## src/rtl/sip_pkg.sv

```systemverilog
package sip_pkg;
  localparam int unsigned CTL_W = 8;
  localparam int unsigned IDX_W = 3;
  localparam int unsigned GPIO_W = 2;
  localparam int unsigned FULL_POS = 5;
  localparam int unsigned IRQ_POS = 3;

  typedef enum logic {
    SIP_DATA = 1'b0,
    SIP_CTRL = 1'b1
  } sip_addr_e;
endpackage

```

## src/rtl/sip_stb_sync.sv

```systemverilog
module sip_stb_sync #(
  parameter int unsigned STAGES = 2
) (
  input  logic clk,
  input  logic rst,
  input  logic stb_n,
  output logic level,
  output logic level_nxt,
  output logic rise
);
  logic [STAGES-1:0] chain_q;
  logic              prev_q;

  always_ff @(posedge clk) begin
    if (rst) begin
      chain_q <= '1;
      prev_q  <= 1'b1;
    end else begin
      chain_q <= {chain_q[STAGES-2:0], stb_n};
      prev_q  <= chain_q[STAGES-1];
    end
  end

  assign level     = chain_q[STAGES-1];
  assign level_nxt = chain_q[STAGES-2];
  assign rise      = chain_q[STAGES-1] & ~prev_q;
endmodule

```

## src/rtl/sip_in_latch.sv

```systemverilog
module sip_in_latch #(
  parameter int unsigned DATA_W = 8
) (
  input  logic              clk,
  input  logic              rst,
  input  logic              rise,
  input  logic              take,
  input  logic              ie_nxt,
  input  logic              level_nxt,
  input  logic [DATA_W-1:0] pins,
  output logic [DATA_W-1:0] data_q,
  output logic              full_q,
  output logic              irq_q
);
  logic full_n;

  always_comb begin
    full_n = full_q;
    if (take) full_n = 1'b0;
    if (rise) full_n = 1'b1;
  end

  always_ff @(posedge clk) begin
    if (rst) begin
      data_q <= '0;
      full_q <= 1'b0;
      irq_q  <= 1'b0;
    end else begin
      if (rise) data_q <= pins;
      full_q <= full_n;
      irq_q  <= full_n & ie_nxt & level_nxt;
    end
  end
endmodule

```

## src/rtl/sip_ctl_port.sv

```systemverilog
module sip_ctl_port
  import sip_pkg::*;
(
  input  logic             clk,
  input  logic             rst,
  input  logic             wr_en,
  input  logic [CTL_W-1:0] wdata,
  output logic [CTL_W-1:0] ctl_q,
  output logic [CTL_W-1:0] ctl_n
);
  logic [IDX_W-1:0] sel;
  assign sel = wdata[IDX_W:1];

  always_comb begin
    ctl_n = ctl_q;
    if (wr_en && !wdata[CTL_W-1]) begin
      for (int i = 0; i < CTL_W; i++) begin
        if (sel == IDX_W'(i)) ctl_n[i] = wdata[0];
      end
    end
  end

  always_ff @(posedge clk) begin
    if (rst) ctl_q <= '0;
    else     ctl_q <= ctl_n;
  end
endmodule

```

## src/rtl/strobed_input_port.sv

```systemverilog
module strobed_input_port
  import sip_pkg::*;
#(
  parameter int unsigned DATA_W      = 8,
  parameter int unsigned SYNC_STAGES = 2,
  parameter int unsigned IE_BIT      = 4
) (
  input  logic              clk,
  input  logic              rst,
  input  logic              cpu_rd,
  input  logic              cpu_wr,
  input  logic              cpu_addr,
  input  logic [CTL_W-1:0]  cpu_wdata,
  output logic [DATA_W-1:0] cpu_rdata,
  input  logic [DATA_W-1:0] pin_data,
  input  logic              pin_stb_n,
  input  logic [GPIO_W-1:0] gpio_in,
  output logic [GPIO_W-1:0] gpio_out,
  output logic              buf_full,
  output logic              irq
);
  localparam int unsigned GPIO_LSB = CTL_W - GPIO_W;

  logic              stb_level, stb_level_nxt, stb_rise;
  logic              rd_take, ctl_wr;
  logic [DATA_W-1:0] data_q;
  logic [CTL_W-1:0]  ctl_q, ctl_n, status;

  assign rd_take = cpu_rd && (cpu_addr == SIP_DATA);
  assign ctl_wr  = cpu_wr && (cpu_addr == SIP_CTRL);

  sip_stb_sync #(.STAGES(SYNC_STAGES)) u_sync (
    .clk(clk), .rst(rst), .stb_n(pin_stb_n),
    .level(stb_level), .level_nxt(stb_level_nxt), .rise(stb_rise)
  );

  sip_ctl_port u_ctl (
    .clk(clk), .rst(rst), .wr_en(ctl_wr), .wdata(cpu_wdata),
    .ctl_q(ctl_q), .ctl_n(ctl_n)
  );

  sip_in_latch #(.DATA_W(DATA_W)) u_latch (
    .clk(clk), .rst(rst), .rise(stb_rise), .take(rd_take),
    .ie_nxt(ctl_n[IE_BIT]), .level_nxt(stb_level_nxt), .pins(pin_data),
    .data_q(data_q), .full_q(buf_full), .irq_q(irq)
  );

  always_comb begin
    status                         = ctl_q;
    status[CTL_W-1:GPIO_LSB]       = gpio_in;
    status[FULL_POS]               = buf_full;
    status[IRQ_POS]                = irq;
  end

  always_ff @(posedge clk) begin
    if (rst) begin
      cpu_rdata <= '0;
      gpio_out  <= '0;
    end else begin
      gpio_out <= ctl_n[CTL_W-1:GPIO_LSB];
      if (cpu_rd) begin
        if (cpu_addr == SIP_DATA) cpu_rdata <= data_q;
        else                      cpu_rdata <= DATA_W'(status);
      end
    end
  end
endmodule

```

## config.mk

```make
export PLATFORM = sky130hd
export DESIGN_NAME = strobed_input_port
export DESIGN_NICKNAME = d
export VERILOG_FILES = /design/src/rtl/sip_pkg.sv /design/src/rtl/sip_stb_sync.sv /design/src/rtl/sip_in_latch.sv /design/src/rtl/sip_ctl_port.sv /design/src/rtl/strobed_input_port.sv
export SDC_FILE = /design/constraint.sdc
export NUM_CORES = 1
export LEC_CHECK = 0
export CAP_MARGIN = 20
export CORE_MARGIN = 4
export CORE_UTILIZATION = 44
export CTS_CLUSTER_SIZE = 10
export DETAILED_ROUTE_END_ITERATION = 8
export GPL_TIMING_DRIVEN = 0
export HOLD_SLACK_MARGIN = 0.03
export PLACE_DENSITY = 0.73
export SYNTH_ARGS = -nofsm -noshare
export SYNTH_HDL_FRONTEND = slang
export SYNTH_SLANG_ARGS = --single-unit
```

## constraint.sdc

```tcl
create_clock -name clk -period 1.75 [get_ports clk]
set_clock_uncertainty 0.15 [all_clocks]
set_input_delay 0.175 -clock clk [delete_from_list [all_inputs] [get_ports clk]]
set_output_delay 0.175 -clock clk [all_outputs]
set_load 0.01 [all_outputs]
```

==> results summary, run 1 <==
The flow ran to the end, and the final reports show no timing, DRC or antenna violations. The clock latency reported for the late side of the worst-skew pair came out at 0.33 ns. TritonCTS built the clock tree.

The area share of the largest cell type after synthesis is 0.486. The share of layout cells above drive strength 1 is 0.109. The leftover overflow at the end of global routing is 0. The clock transition at the register clock pins on the worst setup and hold paths after CTS came out at ~0.15 ns. The Yosys warning count is 0. The pin slew with the least headroom to its limit came out at ~0.45 ns.

The worst path meets setup with approximately 0.12 ns of slack. The met2 usage in global routing is 0.270. The die height is between 50 and 60 um.

The number of standard cells in the final layout excluding fillers came out at about 180. In this run the count of I/O pins placed on the die edge is 36. The first global-routing pass estimated about 4000 um of wire. The gate count after technology mapping is between 100 and 150. The largest delay contributor family on the critical path is buffers and inverters. Final hold analysis gives a worst-case slack of roughly 0.06 ns.

The number of different library cells in the post-synthesis netlist came out at 24. The longest individual stage delay on the worst path is about 0.52 ns. For this block, the initial DRC count from the detailed router was 31. After synthesis, the cell types taking the most area are sky130_fd_sc_hd__dfxtp_1, sky130_fd_sc_hd__mux2i_1, sky130_fd_sc_hd__a21oi_1, sky130_fd_sc_hd__nand2_1, sky130_fd_sc_hd__a211oi_1. The number of inserted filler cells in the final layout is between 200 and 250.

For this configuration, the core starts out at a cell density of 0.480. The total number of cells along the worst setup path came out at 2. Wires add up to roughly 2400 um.

The area fraction in compound gates after synthesis came out at 0.166. The tree is rooted in a sky130_fd_sc_hd__clkbuf_4. Once detailed placement completed, the half-perimeter wirelength came to around 1900 um.

The largest fanout on the critical path is 2. The count of max-cap constraint violations came out at 0. The worst slack at placement is about 0.045 ns. Synthesis inferred 27 register bits.

The first-pass iteration count of the detailed router came out at 4. The upper clock frequency limit came out at slightly above 600 MHz. The final weighted congestion in routability-driven placement is between 0.7 and 0.8.

The core area is 2320 um2. Traced cell by cell, the critical path runs through buf_4 -> clkdlybuf4s50_1. For met1 alone, demand over resource in global routing was 0.175.

The final setup TNS is 0 ns. In this run the remaining antenna-violating nets after routing total 0. The total count of max-transition violations in the final report came out at 0. The critical path capture point type is a primary output. Dividing the detail-routed wire length by the instance count gives between 10 and 15 um. The number of global-route vias before repair came out at 923. The total number of vias came out at 947.

Of the total synthesized cell area, the portion taken by full adders, half adders and majority gates is 0. In the routed design, unresolved DRC markers number 0. The die covers roughly 3400 um2. The count of endpoints failing setup in the final report came out at 0. Counting instances, the worst hold path has a depth of 3. The number of clock sinks came out at 27. Among all stages on the critical path, the largest delay is contributed by sky130_fd_sc_hd__clkdlybuf4s50_1. The peak supply drop came out at between 0.0006 and 0.0007 V.

The final-report hold violation count came out at 0. The number of antenna violations at the first check in global routing came out at 0. The critical path in this run is classified as flip-flop to primary output. The netlist area before placement is between 1000 and 1500 um2. No sink is reached through more buffers than the 2 on the longest clock path. The final critical delay including setup and external delays came out at around 1.6 ns.

The sequential area share after synthesis is 0.486. Headroom to the max-slew limit came out at 0.700. The worst endpoint data arrival time is approximately 1.3 ns. The number of resized instances in the post-cts repair step came out at 0. The static leakage came out at approximately 0.54 nW.

Setup repair after global routing left no endpoint under its margin. In the final design database the tool counted approximately 180 nets. Entering global routing, the biggest net connects 15 pins.

The cell type with the largest total area after synthesis is sky130_fd_sc_hd__dfxtp_1. Of the total synthesized cell area, the portion taken by XOR and XNOR cells is 0. Data on the critical path is required at its endpoint by 1.42 ns. The number of H-tree levels is 1. Input and output buffers added on the ports amount to 28.

The post-synthesis mux area share is 0.0720. The worst setup path is launched from a flip-flop. The total power draw came out at between 1 and 1.5 mW. The number of core rows is 17. Using the TritonRoute via totals, the vias-per-cell ratio works out to 5.15. Counting the buffers created by CTS gives 3.

By area, the combinational part of the netlist is dominated by simple AND/OR/NAND/NOR gates. The part of the cycle the worst path needs is 0.931. The global routing met3 resource utilization came out at 0.0423. The diode insertion count for antenna repair came out at 0. The number of nets produced by synthesis is 147.

The post-synthesis area per instance came out at between 9 and 10 um2. For this run, the total global-route usage over all layers was measured as 0.151. The number of cells on the worst reg-to-reg path is 4. The worst hold path belongs to the class input port to flip-flop. The power density over the cells came out at between 700 and 800 nW/um2.

The post-placement cell count came out at 179. In this run the most used layer during global routing was met2. The count of buffer and inverter cells on the critical path is 2. The width of the die came out at 58.3 um. The simple-gate share of the synthesized area came out at 0.216.

The post-synthesis to final-layout area growth is 31.6%.
-- layout make-up --
class | instances | area (um2) | area share
flip-flops and latches | 27 | 541 | 0.369
plain buffers | 12 | 62.6 | 0.0427
multi-input cells | 83 | 505 | 0.345
well taps | 28 | 35.0 | 0.0239
clock buffers | 4 | 26.3 | 0.0179
inverters | 1 | 3.75 | 0.00256
repair buffers | 29 | 290 | 0.198
-- where the power goes --
| part | internal (mW) | switching (mW) | total (mW) |
|---|---|---|---|
| Combinational | 0.0822 | 0.0649 | 0.147 |
| Sequential | 0.633 | 0.00946 | 0.643 |
| Clock | 0.0893 | 0.180 | 0.269 |
-- layer usage --
layer | wire length (um) | vias up
met5 | 0 | -
met1 | 1090 | 428
met2 | 1200 | 22
met3 | 111 | 2
met4 | 12 | 0
li1 | - | 495
-- synth_stat cells --
library cell and count:
sky130_fd_sc_hd__dfxtp_1 27, sky130_fd_sc_hd__nand2_1 17, sky130_fd_sc_hd__a21oi_1 15, sky130_fd_sc_hd__nor2_1 10, sky130_fd_sc_hd__a211oi_1 8, sky130_fd_sc_hd__mux2i_1 8
sky130_fd_sc_hd__buf_2 5, sky130_fd_sc_hd__clkbuf_1 4, sky130_fd_sc_hd__nand2b_1 4, sky130_fd_sc_hd__buf_4 3, sky130_fd_sc_hd__or2_2 3, sky130_fd_sc_hd__nand3_1 2
sky130_fd_sc_hd__nand4_1 2, sky130_fd_sc_hd__nand4b_1 2, sky130_fd_sc_hd__o21ai_0 2, sky130_fd_sc_hd__o21ai_1 2, sky130_fd_sc_hd__o31ai_1 2, sky130_fd_sc_hd__a2111oi_2 1
sky130_fd_sc_hd__and4b_1 1, sky130_fd_sc_hd__and4bb_2 1, sky130_fd_sc_hd__inv_1 1, sky130_fd_sc_hd__nand4b_2 1, sky130_fd_sc_hd__nand4bb_1 1, sky130_fd_sc_hd__nor2b_1 1
-- worst reg2reg max path: cells and delay by family, from the launching register on --
| family | cells | cell delay (ns) |
|---|---|---|
| AOI/OAI and AO/OA | 2 | 0.40 |
| buffers and inverters | 1 | 0.20 |
| DFF | 1 | 0.36 |
| and+or+nand+nor | 1 | 0.12 |
-- registers in the layout, summed over array words and instances, names as in the netlist --
register	count
u_sync.prev_q	1
u_sync.chain_q	2
u_latch.irq_q	1
u_ctl.ctl_q	4
u_latch.full_q	1
u_latch.data_q	8
cpu_rdata	8
gpio_out	2
-- worst paths after layout --
check             slack, ns               from       endpoint
hold / removal         0.06       cpu_wdata[2]    gpio_out[0]
setup reg to reg       0.43  u_sync.chain_q[1]  u_latch.irq_q
setup / recovery       0.12        gpio_out[0]    gpio_out[0]
hold reg to reg        0.31  u_sync.chain_q[0]  u_latch.irq_q
-- cells in the final DEF, fill, tap and decap left out, types with 2 or more instances in the layout --
master and count:
sky130_fd_sc_hd__nand4_1 2, sky130_fd_sc_hd__nand4b_1 2, sky130_fd_sc_hd__buf_4 3, sky130_fd_sc_hd__o21ai_0 2, sky130_fd_sc_hd__dfxtp_1 27, sky130_fd_sc_hd__mux2i_1 8
sky130_fd_sc_hd__nand3_1 2, sky130_fd_sc_hd__or2_2 3, sky130_fd_sc_hd__buf_2 5, sky130_fd_sc_hd__a211oi_1 8, sky130_fd_sc_hd__nand2_1 17, sky130_fd_sc_hd__o31ai_1 2
sky130_fd_sc_hd__a21oi_1 15, sky130_fd_sc_hd__clkdlybuf4s50_1 28, sky130_fd_sc_hd__nor2_1 10, sky130_fd_sc_hd__clkbuf_4 3, sky130_fd_sc_hd__o21ai_1 2, sky130_fd_sc_hd__clkbuf_1 5
sky130_fd_sc_hd__nand2b_1 4
-- metrics by stage --
| stage | utilization | area [um2] |
|---|---|---|
| after floorplan | - | 1110 |
| after global placement | 0.616 | 1430 |
| after detailed placement | 0.616 | 1430 |
| after CTS | 0.631 | 1460 |
| after global routing | 0.631 | 1460 |
| final | 0.631 | 1460 |
-- what timing repair did --
action,CTS,global route
endpoints found under the hold margin,3,0
hold buffers,1,0
setup buffers,0,0
-- cells by family after synthesis --
kind of cell | count (synthesis)
AND/OR/NAND/NOR | 45
buffers and inverters | 13
AO/OA/AOI/OAI | 30
flip-flops | 27
multiplexers | 8
Power figures use the tool's default switching activity.
==> inputs of run 2 (changes only) <==
GPL_TIMING_DRIVEN = 1   (was 0)
==> run 2 against run 1 <==
  * Final cell count fell by 0.54%
  * Final area rose by 1.9%
  * Register-to-register slack better by 0.12 ns
  * Clock-buffer cell count unchanged
  * Combinational power up 7%
  * Critical path depth fell by 1
  * Sequential share of layout area shrank 0.68 points
  * Power grew 0.59%
  * Sequential power is essentially flat
  * Die area stayed put
==> results summary, run 2 (synthesis gave the netlist of run 1 again) <==
The largest fanout on the critical path is 3. The number of resized instances in the post-cts repair step is 0. Leaving out fill and tap cells, the most frequent cell in the layout is sky130_fd_sc_hd__clkdlybuf4s50_1.

The total number of cells along the worst setup path came out at 1. The worst endpoint data arrival time is 1.27 ns. The HPWL after detailed placement is ~1800 um. The die height came out at just under 60 um.

STA classifies the critical path endpoint as a primary output. The number of buffers on the longest clock path is 2. Measured against its own limit, the worst slew margin works out to 0.771. The number of clock sinks came out at 27. The met1 routed wirelength after detailed routing came out at around 1200 um.

For the worst flop-to-flop path, the logic depth is 3. The run finished with clean final reports. The peak supply drop came out at around 0.00044 V. In this run the remaining antenna-violating nets after routing total 0. The final critical delay including setup and external delays came out at around 1.6 ns. The global-route total usage across every layer is 0.156. The signal on the critical path passes through clkdlybuf4s50_1. The iteration-0 DRC count of the detailed router came out at 21.

The number of buffers added on ports came out at 32. The path class of the tightest hold or removal check is input port to flip-flop. The count of endpoints failing setup in the final report came out at 0. The largest delay contributor family on the critical path is buffers and inverters. The clock buffer count from CTS is 3. The critical path endpoint is buf_full. CTS built an H-tree with a depth of 1. The width of the die is ~58 um. The beginning of the worst hold path is pin_data[1].

The final weighted congestion in routability-driven placement is 0.719. Setup repair after global routing left no endpoint under its margin. At the placement stage, the worst setup path has a slack of a little over 0.03 ns. The die area came out at around 3400 um2. The leftover overflow at the end of global routing came out at 0. The post-synthesis to final-layout area growth is 34.1%.

Across the run, the number of max-cap violations was 0. The number of global-route vias before repair is ~870. The initial core utilization came out at 0.480.

The total count of max-transition violations in the final report came to 0. Dividing the final minimum period by the clock period gives 0.910. The clock latency reported for the late side of the worst-skew pair is 0.32 ns. The first-pass GRT wire length came out at between 4000 and 5000 um. On the critical path, the stage with the largest delay is an instance of sky130_fd_sc_hd__clkdlybuf4s50_1. The number of core rows came out at 17. The post-layout net count came out at 180. The worst-case setup margin in the final layout is approximately 0.16 ns. The largest net degree at the start of global routing is 17. The longest individual stage delay on the worst path came out at about 0.56 ns. The highest metal layer carrying signal wires in the routed design is met4. The startpoint identified for the worst register-to-register timing path is u_sync.chain_q[1].

The worst reg-to-reg setup slack is around 0.55 ns. The share of layout cells above drive strength 1 is 0.110. The routed design uses approximately 100 um of met3 wire.

The number of antenna violations at the first check in global routing is 0. The largest registers in the layout are cpu_rdata x8, u_latch.data_q x8, u_ctl.ctl_q x4. TritonCTS built the clock tree. The routed wire length is about 2400 um. The library cells used most frequently in the layout, excluding fill and tap cells, are sky130_fd_sc_hd__clkdlybuf4s50_1, sky130_fd_sc_hd__dfxtp_1, sky130_fd_sc_hd__nand2_1, sky130_fd_sc_hd__a21oi_1, sky130_fd_sc_hd__nor2_1. The setup fix buffers added after clock tree synthesis is 0. The core region is ~2300 um2. The pin slew with the least headroom to its limit came out at approximately 0.34 ns. The total length of routed met2 wires is ~1100 um. For this run, design rule violations remaining after detail routing come to 0. After detailed routing, the number of vias per cell comes to 5.32.

The clock transition at the register clock pins on the worst setup and hold paths after CTS came out at around 0.14 ns. In this run the critical register-to-register path is captured at u_latch.irq_q. After routing, the total negative slack on setup checks comes to 0 ns. The critical path starts at u_latch.full_q. The final-report hold violation count came to 0. Summing over every cut layer, the via total after detailed routing is around 970. The diode insertion count for antenna repair is 0.

The buffer type at the clock tree root is sky130_fd_sc_hd__clkbuf_4. STA classifies the critical path startpoint as a flip-flop. The number of hold-repair buffers added at the cts stage is 0. The first-pass iteration count of the detailed router came out at 4. The routed length per instance is 13.3 um. The critical path is of the flip-flop to primary output type. The upper clock frequency limit came out at 628 MHz. The required time of the critical path is about 1.4 ns. The power density over the cells is approximately 700 nW/um2. The top-level I/O count came out at 36. The count of buffer and inverter cells on the critical path is 1. The static leakage is roughly 0.54 nW.
-- run 2: routing by layer --
metal  global-route usage  vias up
li1                     -      494
met3               0.0267        5
met1                0.210      447
met4               0.0894        0
met5                    0        -
met2                0.234       28
-- run 2: report_power, final --
part / internal (mW) / leakage, nW / total, mW / switching, mW
clock network: 0.0894 / 0.0150 / 0.265 / 0.175
registers: 0.633 / 0.220 / 0.643 / 0.00952
logic: 0.0923 / 0.309 / 0.158 / 0.0657
-- run 2: area by class of cell --
| class | instances | area (um2) |
|---|---|---|
| inverter | 1 | 3.75 |
| multi-input combinational | 83 | 505 |
| timing repair buffer | 40 | 380 |
| tap | 28 | 35.0 |
| clock buffer | 4 | 26.3 |
| fill | 217 | 827 |
| sequential | 27 | 541 |
-- run 2: metrics by stage --
| step | hold slack, ns | total power, mW | area, um2 | util | std cells |
|---|---|---|---|---|---|
| detailed placement | 0.294 | 0.814 | 1470 | 0.632 | 179 |
| finish | 0.227 | 1.07 | 1490 | 0.643 | 183 |
| floorplan | 0.129 | 0.725 | 1110 | - | 123 |
| global placement | 0.285 | 0.811 | 1470 | 0.632 | 179 |
| global route | 0.222 | 1.12 | 1490 | 0.643 | 183 |
| CTS | 0.216 | 1.08 | 1490 | 0.643 | 183 |
-- run 2: worst min path at each step --
stage	end	slack, ns	cells past startpoint
floorplan	u_sync.chain_q[0]	0.13	1
global placement	u_latch.irq_q	0.28	2
detailed placement	u_sync.chain_q[1]	0.29	1
CTS	u_latch.data_q[1]	0.22	3
global route	u_latch.data_q[1]	0.22	3
finish	u_latch.data_q[1]	0.23	3
